File: src/rtl/mpc_flt_pkg.sv
package mpc_flt_pkg;
  localparam int unsigned LUT_WORD_BITS  = 32;
  localparam int unsigned BLK_SHIFT_BASE = 5;

  typedef enum logic [1:0] {
    FLT_IDLE   = 2'd0,
    FLT_LOOKUP = 2'd1,
    FLT_HOLD   = 2'd2
  } flt_state_e;
endpackage

File: src/rtl/mpc_lut_ram.sv
module mpc_lut_ram #(
  parameter int unsigned WORDS   = 8,
  parameter int unsigned AW      = 3,
  parameter int unsigned WIDTH   = 32
) (
  input  logic             clk,
  input  logic             we,
  input  logic [AW-1:0]    waddr,
  input  logic [WIDTH-1:0] wdata,
  input  logic [AW-1:0]    raddr,
  output logic [WIDTH-1:0] rdata
);
  logic [WIDTH-1:0] mem [WORDS];

  // read-first single clock RAM: a same-edge write is not seen by the read
  always_ff @(posedge clk) begin
    if (we) mem[waddr] <= wdata;
    rdata <= mem[raddr];
  end
endmodule

File: src/rtl/mpc_blk_locate.sv
module mpc_blk_locate #(
  parameter int unsigned ADDR_W     = 32,
  parameter int unsigned CFG_W      = 4,
  parameter int unsigned NUM_BLOCKS = 256,
  parameter int unsigned WORD_AW    = 3,
  parameter int unsigned BIT_W      = 5,
  parameter logic [ADDR_W-1:0] BASE = '0
) (
  input  logic [ADDR_W-1:0]  addr,
  input  logic [CFG_W-1:0]   cfg,
  output logic               in_range,
  output logic [WORD_AW-1:0] word_idx,
  output logic [BIT_W-1:0]   bit_idx
);
  import mpc_flt_pkg::*;

  localparam int unsigned SH_W = $clog2(ADDR_W + 1) + 1;

  logic [ADDR_W-1:0] offs;
  logic [ADDR_W-1:0] idx;
  logic [SH_W-1:0]   shamt;

  always_comb begin
    offs     = addr - BASE;
    shamt    = SH_W'(cfg) + SH_W'(BLK_SHIFT_BASE);
    idx      = offs >> shamt;
    in_range = (addr >= BASE) && (idx < ADDR_W'(NUM_BLOCKS));
    word_idx = WORD_AW'(idx >> BIT_W);
    bit_idx  = BIT_W'(idx);
  end
endmodule

File: src/rtl/mpc_gate_ctl.sv
module mpc_gate_ctl #(
  parameter bit GATING_EN = 1'b1
) (
  input  logic clk,
  input  logic rst,
  input  logic gate_req,
  input  logic gate_err_sel,
  input  logic idle,
  input  logic dn_busy,
  output logic gate_on,
  output logic stall,
  output logic gate_ack
);
  generate
    if (GATING_EN) begin : g_gate
      logic ack_q;
      always_ff @(posedge clk) begin
        if (rst) ack_q <= 1'b0;
        else     ack_q <= gate_req && idle;
      end
      assign gate_on  = gate_req;
      assign stall    = gate_req && !gate_err_sel;
      assign gate_ack = ack_q;

      // acknowledge drops the cycle after the request is seen low
      a_r6_ack_release: assert property (@(posedge clk) disable iff (rst)
        $fell(gate_req) |=> !gate_ack);
      // quiescence, nothing is handed downstream while acknowledged
      a_r6_ack_quiet: assert property (@(posedge clk) disable iff (rst)
        gate_ack |-> !dn_busy);
    end else begin : g_nogate
      logic unused_in;
      assign unused_in = gate_req ^ gate_err_sel ^ idle ^ dn_busy ^ clk ^ rst;
      assign gate_on   = 1'b0;
      assign stall     = 1'b0;
      assign gate_ack  = 1'b0;
    end
  endgenerate
endmodule

File: src/rtl/mpc_access_filter.sv
module mpc_access_filter
  import mpc_flt_pkg::*;
#(
  parameter int unsigned ADDR_W     = 32,
  parameter int unsigned CFG_W      = 4,
  parameter int unsigned LUT_WORDS  = 8,
  parameter bit [63:0]   RANGE_BASE = 64'h2000_0000,
  parameter bit          GATING_EN  = 1'b1,
  localparam int unsigned WORD_AW   = (LUT_WORDS > 1) ? $clog2(LUT_WORDS) : 1
) (
  input  logic               clk,
  input  logic               rst,
  input  logic [CFG_W-1:0]   blk_cfg,
  input  logic               lut_we,
  input  logic [WORD_AW-1:0] lut_waddr,
  input  logic [31:0]        lut_wdata,
  input  logic               up_valid,
  output logic               up_ready,
  input  logic [ADDR_W-1:0]  up_addr,
  input  logic               up_write,
  input  logic               up_nonsec,
  output logic               dn_valid,
  input  logic               dn_ready,
  output logic [ADDR_W-1:0]  dn_addr,
  output logic               dn_write,
  output logic               dn_nonsec,
  output logic               resp_valid,
  output logic               resp_err,
  input  logic               fault_err_sel,
  input  logic               gate_req,
  input  logic               gate_err_sel,
  output logic               gate_ack,
  output logic               gate_present,
  input  logic               irq_en,
  input  logic               irq_clr,
  output logic               irq_stat,
  output logic               irq
);
  localparam int unsigned BIT_W      = $clog2(LUT_WORD_BITS);
  localparam int unsigned NUM_BLOCKS = LUT_WORDS * LUT_WORD_BITS;
  localparam logic [ADDR_W-1:0] BASE = RANGE_BASE[ADDR_W-1:0];

  typedef struct packed {
    logic [ADDR_W-1:0] addr;
    logic              write;
    logic              nonsec;
    logic              in_range;
    logic [BIT_W-1:0]  bit_sel;
    logic              gated;
  } flt_cap_t;

  flt_state_e          state;
  flt_cap_t            cap;
  logic                loc_in_range;
  logic [WORD_AW-1:0]  loc_word;
  logic [BIT_W-1:0]    loc_bit;
  logic [31:0]         lut_rdata;
  logic                gate_on, stall, accept, permit, sec_fault;

  mpc_blk_locate #(
    .ADDR_W(ADDR_W), .CFG_W(CFG_W), .NUM_BLOCKS(NUM_BLOCKS),
    .WORD_AW(WORD_AW), .BIT_W(BIT_W), .BASE(BASE)
  ) u_locate (
    .addr(up_addr), .cfg(blk_cfg), .in_range(loc_in_range),
    .word_idx(loc_word), .bit_idx(loc_bit)
  );

  mpc_lut_ram #(.WORDS(LUT_WORDS), .AW(WORD_AW), .WIDTH(LUT_WORD_BITS)) u_lut (
    .clk(clk), .we(lut_we), .waddr(lut_waddr), .wdata(lut_wdata),
    .raddr(loc_word), .rdata(lut_rdata)
  );

  mpc_gate_ctl #(.GATING_EN(GATING_EN)) u_gate (
    .clk(clk), .rst(rst), .gate_req(gate_req), .gate_err_sel(gate_err_sel),
    .idle(state == FLT_IDLE), .dn_busy(dn_valid),
    .gate_on(gate_on), .stall(stall), .gate_ack(gate_ack)
  );

  assign up_ready     = (state == FLT_IDLE) && !stall;
  assign accept       = up_valid && up_ready;
  assign permit       = !cap.in_range || !cap.nonsec || lut_rdata[cap.bit_sel];
  assign sec_fault    = (state == FLT_LOOKUP) && !cap.gated && !permit;
  assign dn_addr      = cap.addr;
  assign dn_write     = cap.write;
  assign dn_nonsec    = cap.nonsec;
  assign gate_present = GATING_EN;
  assign irq          = irq_stat && irq_en;

  always_ff @(posedge clk) begin
    if (rst) begin
      state      <= FLT_IDLE;
      cap        <= '0;
      dn_valid   <= 1'b0;
      resp_valid <= 1'b0;
      resp_err   <= 1'b0;
      irq_stat   <= 1'b0;
    end else begin
      resp_valid <= 1'b0;
      unique case (state)
        FLT_IDLE: begin
          if (accept) begin
            cap.addr     <= up_addr;
            cap.write    <= up_write;
            cap.nonsec   <= up_nonsec;
            cap.in_range <= loc_in_range;
            cap.bit_sel  <= loc_bit;
            cap.gated    <= gate_on && gate_err_sel;
            state        <= FLT_LOOKUP;
          end
        end
        FLT_LOOKUP: begin
          if (cap.gated) begin
            resp_valid <= 1'b1;
            resp_err   <= 1'b1;
            state      <= FLT_IDLE;
          end else if (permit) begin
            dn_valid   <= 1'b1;
            state      <= FLT_HOLD;
          end else begin
            resp_valid <= 1'b1;
            resp_err   <= fault_err_sel;
            state      <= FLT_IDLE;
          end
        end
        FLT_HOLD: begin
          if (dn_ready) begin
            dn_valid <= 1'b0;
            state    <= FLT_IDLE;
          end
        end
        default: state <= FLT_IDLE;
      endcase
      if (sec_fault)    irq_stat <= 1'b1;
      else if (irq_clr) irq_stat <= 1'b0;
    end
  end

  // a forwarded request waiting for the downstream side stays put
  a_r4_hold_stable: assert property (@(posedge clk) disable iff (rst)
    dn_valid && !dn_ready |=> dn_valid && $stable(dn_addr) && $stable(dn_write));
  // a stopped request never also appears downstream
  a_r2_exclusive: assert property (@(posedge clk) disable iff (rst)
    !(resp_valid && dn_valid));
  // no acceptance while a stall is requested
  a_r5_stall: assert property (@(posedge clk) disable iff (rst)
    gate_req && !gate_err_sel && GATING_EN |-> !up_ready);
  // a security stop leaves the fault status set
  a_r8_fault_sets: assert property (@(posedge clk) disable iff (rst)
    sec_fault |=> irq_stat);
  // the local completion lasts a single cycle
  a_r2_pulse: assert property (@(posedge clk) disable iff (rst)
    resp_valid |=> !resp_valid);
endmodule

File: config.mk
export PLATFORM = sky130hd
export DESIGN_NAME = mpc_access_filter
export DESIGN_NICKNAME = d
export VERILOG_FILES = /design/src/rtl/mpc_flt_pkg.sv /design/src/rtl/mpc_lut_ram.sv /design/src/rtl/mpc_blk_locate.sv /design/src/rtl/mpc_gate_ctl.sv /design/src/rtl/mpc_access_filter.sv
export SDC_FILE = /design/constraint.sdc
export NUM_CORES = 1
export LEC_CHECK = 0
export BUFFER_PORTS_ARGS = -buffer_cell sky130_fd_sc_hd__buf_4
export CORE_ASPECT_RATIO = 0.75
export CORE_MARGIN = 2
export CORE_UTILIZATION = 45
export DETAILED_ROUTE_END_ITERATION = 16
export HOLD_SLACK_MARGIN = 0.06
export PLACE_DENSITY_LB_ADDON = 0.08
export SKIP_CTS_REPAIR_TIMING = 1
export SLEW_MARGIN = 30
export SYNTH_ARGS = -nofsm -noshare
export SYNTH_HDL_FRONTEND = slang
export SYNTH_SLANG_ARGS = --single-unit
File: constraint.sdc
create_clock -name clk -period 6.9 [get_ports clk]
set_input_delay 0 -clock clk [delete_from_list [all_inputs] [get_ports clk]]
set_output_delay 0 -clock clk [all_outputs]
set_load 0.005 [all_outputs]
Word-level counts from Yosys, hierarchy flattened

Memory sizes are Yosys's and may differ from the RTL's. A register that Yosys moved wholly into a read port is not among the register bits.
Cells that the tools add are included.

Bits in registers: 48
Memory bits (writable): 256
Output and inout bits: 42
Word-level logic and storage cells: 71
Memories: 1

Memory list:

| name      | depth | bits a word | read ports | clocked after Yosys merged registers in | wr ports | RTL line          | source |
|---|---|---|---|---|---|---|---|
| u_lut.mem | 8     | 32          | 1          | 1                                       | 1        | mpc_lut_ram.sv:13 | `logic [WIDTH-1:0] mem [WORDS];` |

Add/sub/neg operators: 2
$lt $le $gt $ge: 3
Eq/ne operators: 7
Shift-type cells: 1
Multiplexer cells: 19
Bitwise operators: 1
Reductions and logical operators: 25

Operator list:

| cell                     | count |
|---|---|
| $ge A32 B30 Y1 const B   | 1 |
| $lt A32 B9 Y1 const B    | 1 |
| $shr A32 B7 Y32          | 1 |
| $sub A32 B30 Y32 const B | 1 |
| $mux W1                  | 12 |
| $ne A2 B2 Y1 const B     | 5 |
| $logic_and A1 B1 Y1      | 9 |
| $mux W2                  | 4 |
| $logic_not A1 Y1         | 6 |
| $lt A5 B6 Y1 const B     | 1 |
| $pmux W2 S3              | 1 |
| $reduce_and A2 Y1        | 3 |
| $add A4 B3 Y5 const B    | 1 |
| $bmux W1 S5              | 1 |
| $reduce_and A4 Y1        | 1 |
| $reduce_bool A2 Y1       | 2 |
| $eq A2 B1 Y1 const B     | 1 |
| $eq A2 B2 Y1 const B     | 1 |
| $logic_not A2 Y1         | 1 |
| $logic_or A1 B1 Y1       | 2 |
| $pmux W1 S2              | 1 |
| $reduce_or A2 Y1         | 1 |
| $not A1 Y1               | 1 |

Depth between registers and ports, before layout

Word-level depth: 7
Gate-level depth with buffers: 9
Mapped depth without buffers: 6

Modules after synthesis

From an unflattened synthesis, not the netlist that was laid out.

Cells, all modules: 815
Area, all modules: 13688.1 µm²

Modules (own cells, without submodules):

| module            | instances | cells each | area an instance (µm²) | seq. area each (µm²) |
|---|---|---|---|---|
| mpc_lut_ram       | 1         | 415        | 10466.3                | 8328.0 |
| mpc_access_filter | 1         | 288        | 2269.7                 | 940.9 |
| mpc_blk_locate    | 1         | 108        | 909.6                  | 0.0 |
| mpc_gate_ctl      | 1         | 4          | 42.5                   | 20.0 |

Worst setup path after synthesis

No wires, ideal clock.

Kind: input to register
Start point: input lut_waddr[2]
End point: memory u_lut.mem[0][0] (enable)
Library setup time: 0.461 ns
Data arrival time: 2.386 ns
Required time: 6.439 ns
Setup slack: 4.053 ns
Stages on the path: 2
Buffers on the path: 0
Cell sequence: nand2b_1 nor3_1

RTL lines:

| element            | RTL line                | source |
|---|---|---|
| start: declaration | mpc_access_filter.sv:15 | `input logic [WORD_AW-1:0] lut_waddr,` |
| end: declaration   | mpc_lut_ram.sv:13       |  |

Straight into the memory's write port.

Final worst setup path

Start point: register cap[3] in the netlist's numbering
End point: register irq_stat

Longest elaborated chain between the ends: 6
Elaborated cells on any way between the ends: 7

Ends and longest elaborated chain:

| element                                              | RTL line                 | source |
|---|---|---|
| start: declaration                                   | mpc_access_filter.sv:53  | `flt_cap_t cap;` |
| $bmux W1 S5 (*)                                      | mpc_access_filter.sv:81  | `assign permit = !cap.in_range \|\| !cap.nonsec \|\| lut_rdata[cap.bit_sel];` |
| $mux W1 (not written as such) (*)                    | mpc_access_filter.sv:81  |  |
| $logic_or A1 B1 Y1 (*)                               | mpc_access_filter.sv:81  |  |
| $logic_not A1 Y1 (*)                                 | mpc_access_filter.sv:82  | `assign sec_fault = (state == FLT_LOOKUP) && !cap.gated && !permit;` |
| $logic_and A1 B1 Y1 (*)                              | mpc_access_filter.sv:82  |  |
| $mux W1 / $reduce_bool A2 Y1 (equally long branches) | -                        |  |
| end signal: assignment                               | mpc_access_filter.sv:96  | `irq_stat <= 1'b0;` |
| end signal: assignment                               | mpc_access_filter.sv:133 | `if (sec_fault) irq_stat <= 1'b1;` |
| end signal: assignment                               | mpc_access_filter.sv:134 | `else if (irq_clr) irq_stat <= 1'b0;` |
| end: declaration                                     | mpc_access_filter.sv:36  | `output logic irq_stat,` |

Every way passes the cells marked *; elsewhere a longest branch is shown, timed or not. The select of a mux whose other input is x is not followed.
A chain may end at the register's enable or synchronous reset.

==> results.toml <==
[status]
status = "complete, no violations"

[sta]
worst_clock_skew_ps = 8.63
rsz0062_at_grt = "false"
slew_headroom = 0.322
tns_ps = 0
finalHoldViolCount = 0
final-setup-viol-count = 0
fmax_mhz = 318
setup_ws_ps = 3750
worst_slew_pin_slew_ps = 1020
slew_violations = 0
fin_crit_ps = 3150
period_share = 0.456

[grt]
grt-ovfl-total = 0
antenna_found_initial = 1
grt_pass1_wl_mm = 45.2
grt_max_degree = 129
grt_pass1_vias = 7443
grtUsageMet3 = 0.0357
grtUsageMet2 = 0.288
top_usage_layer = "met2"
grt_usage = 0.189
grt_use_met1 = 0.279

[job]
max_cap_violations = 0

[placed_design]
dp_slack_ps = 4010
io_buffers = 123
gp_congestion = 0.753
hpwl_mm = 16.5

[synth]
synth_cell_type_count = 47
yosys_warnings = 0
synthesis.nets = 1005
synth_edf_count = 256
syn_inst = 921
ys_seq_area_frac = 0.671
async_flop_share = 0
syn-mean-instance-area_um2 = 15.0
syn_area_mm2 = 0.0138
synth_top_flop_cell = "edfxtp_1"
synth_seq_cells = 336

[setup_path]
critPathMaxFanout = 11
cp_common_cell = "nand2b_1"
reg2reg_setup_slack_ps = 3750
max_stage_delay_ps = 870
worstPathArrival_ps = 3600
slowest_stage = "dfxtp_1"
crit_path_start_kind = "flip-flop"
worst_ep_required_time_ps = 7350
worstSetupEndpointType = "flip-flop"
crit_chain = "mux4_2 > nand2b_1 > a31oi_1 > nand4_1 > nand2b_1 > a21oi_1 > dlygate4sd3_1"
path_class = "reg -> reg"
cp_top_family = "flip-flops"
path_buf_inv = 1

[route]
ant_nets = 0
via_count = 8049
remaining_drc_errors = 0
vias_per_cell = 5.23
drtIter0Drc = 485
dr.pass1.iters = 4
wl_per_cell_um = 20.3
wirelength_mm = 31.2

[clocking]
cts_buffers = 34
cts_tree = "yes"
cts_buffer_depth = 3
cts_root_buf = "clkbuf_16"
clkSlewWorstSetupHoldPaths_ps = 60
clock-sinks = 336
clk_latency_ps = 520
h-tree-depth = 2

[die]
start_util = 0.458
io_pins = 125
fp.dieH_um = 156
die_width_um = 207
core_area_mm2 = 0.0302
row_count = 55
dieArea_mm2 = 0.0322

[cells_and_area]
fillers = 2457
final_common_cell = "edfxtp_1"
mostFrequentLayoutCells = "256 x edfxtp_1, 142 x mux2i_1, 137 x buf_4"
drive_gt1_frac = 0.201
nets = 1196
area.growth.synth_to_final_pct = 22.4

[power_and_ir_drop]
power_leakage_nw = 6.35
powerDensity_mw_per_mm2 = 282
ir_drop_uv = 173

[min_path]
hold_path.class = "in -> reg"
[routing by layer]
| metal | part of all wire | up-vias |
|---|---|---|
| li1 | - | 3839 |
| met1 | 0.48 | 4011 |
| met2 | 0.47 | 162 |
| met3 | 0.043 | 37 |
| met4 | 0.015 | 0 |
| met5 | 0 | - |
[power by group]
part | leakage (nW) | internal, mW | switching [mW]
logic | 2.84 | 0.305 | 0.326
clock network | 0.526 | 1.07 | 0.732
registers | 2.99 | 2.30 | 0.0506
[area by class of cell]
class	count	area (µm²)	share of cell area
diodes	1	2.50	0.000148
clock buffers	53	996	0.0588
clock inverters	9	95.1	0.00561
inverters	8	30.0	0.00177
multi-input cells	490	3940	0.233
flip-flops and latches	336	9290	0.548
well taps	399	499	0.0295
repair buffers	242	2090	0.123
[final timing paths]
check / startpoint / end / cells past startpoint
max: cap[3]$_SDFFE_PP0P_ / irq_stat$_SDFFE_PP0P_ / 7
min reg2reg: dn_addr[23]$_SDFFE_PP0P_ / dn_addr[23]$_SDFFE_PP0P_ / 2
min: lut_waddr[1] / u_lut.mem[2][31]$_DFFE_PP_ / 3
max reg2reg: cap[3]$_SDFFE_PP0P_ / irq_stat$_SDFFE_PP0P_ / 7
[metrics by stage]
| step | area, µm² | util | total power [mW] | instances | hold slack, ps |
|---|---|---|---|---|---|
| after floorplan | 13800 | - | 2.80 | 921 | 80.1 |
| after global placement | 14800 | 0.490 | 2.97 | 1371 | 194 |
| after detailed placement | 14800 | 0.490 | 2.98 | 1371 | 200 |
| after CTS | 15900 | 0.526 | 4.79 | 1433 | -346 |
| after global routing | 16900 | 0.561 | 4.97 | 1538 | 89.3 |
| final | 16900 | 0.561 | 4.78 | 1538 | 87.0 |
[worst min-delay path: stages]
cell and delay [ps]:
buf_4 130, nand2b_1 170, nor2_4 100
[flip-flops by register name, summed over array words and instances (netlist names), 2 cells and up]
register / flops
u_lut.mem: 256
dn_addr: 32
u_lut.rdata: 32
cap: 7
state: 2
[Yosys cell counts (2+ instances only)]
master	number	share of area
inv_1	8	0.0022
nor3_1	3	0.0011
and2_1	2	0.00090
nand4_1	2	0.00090
nor2_1	54	0.015
a22o_1	64	0.040
nand2_1	85	0.023
buf_6	7	0.0057
a2111oi_0	3	0.0019
mux2_2	9	0.0073
nand3_1	2	0.00072
dfxtp_1	80	0.12
clkbuf_1	24	0.0065
o21ai_0	3	0.0011
edfxtp_1	256	0.56
a21oi_1	48	0.017
mux4_2	24	0.039
nor4b_1	2	0.0013
nand2b_1	9	0.0041
buf_12	7	0.010
o211ai_1	5	0.0027
a31oi_1	2	0.00090
a22oi_1	2	0.0011
a211oi_1	5	0.0027
mux2i_1	142	0.10
buf_2	15	0.0054
buf_4	33	0.018
nor2b_1	6	0.0027
[kinds of logic after synthesis]
logic type	count (synthesis)	share of synthesized area
AO/OA/AOI/OAI	138	0.0720
XOR/XNOR	2	0.00127
adder cells (fa/ha/maj)	1	0.000904
buffers and inverters	95	0.0489
flip-flops	336	0.671
multiplexers	178	0.154
other	1	0.000271
AND/OR/NAND/NOR	170	0.0520
No activity file was read; power rests on OpenSTA's default activity.
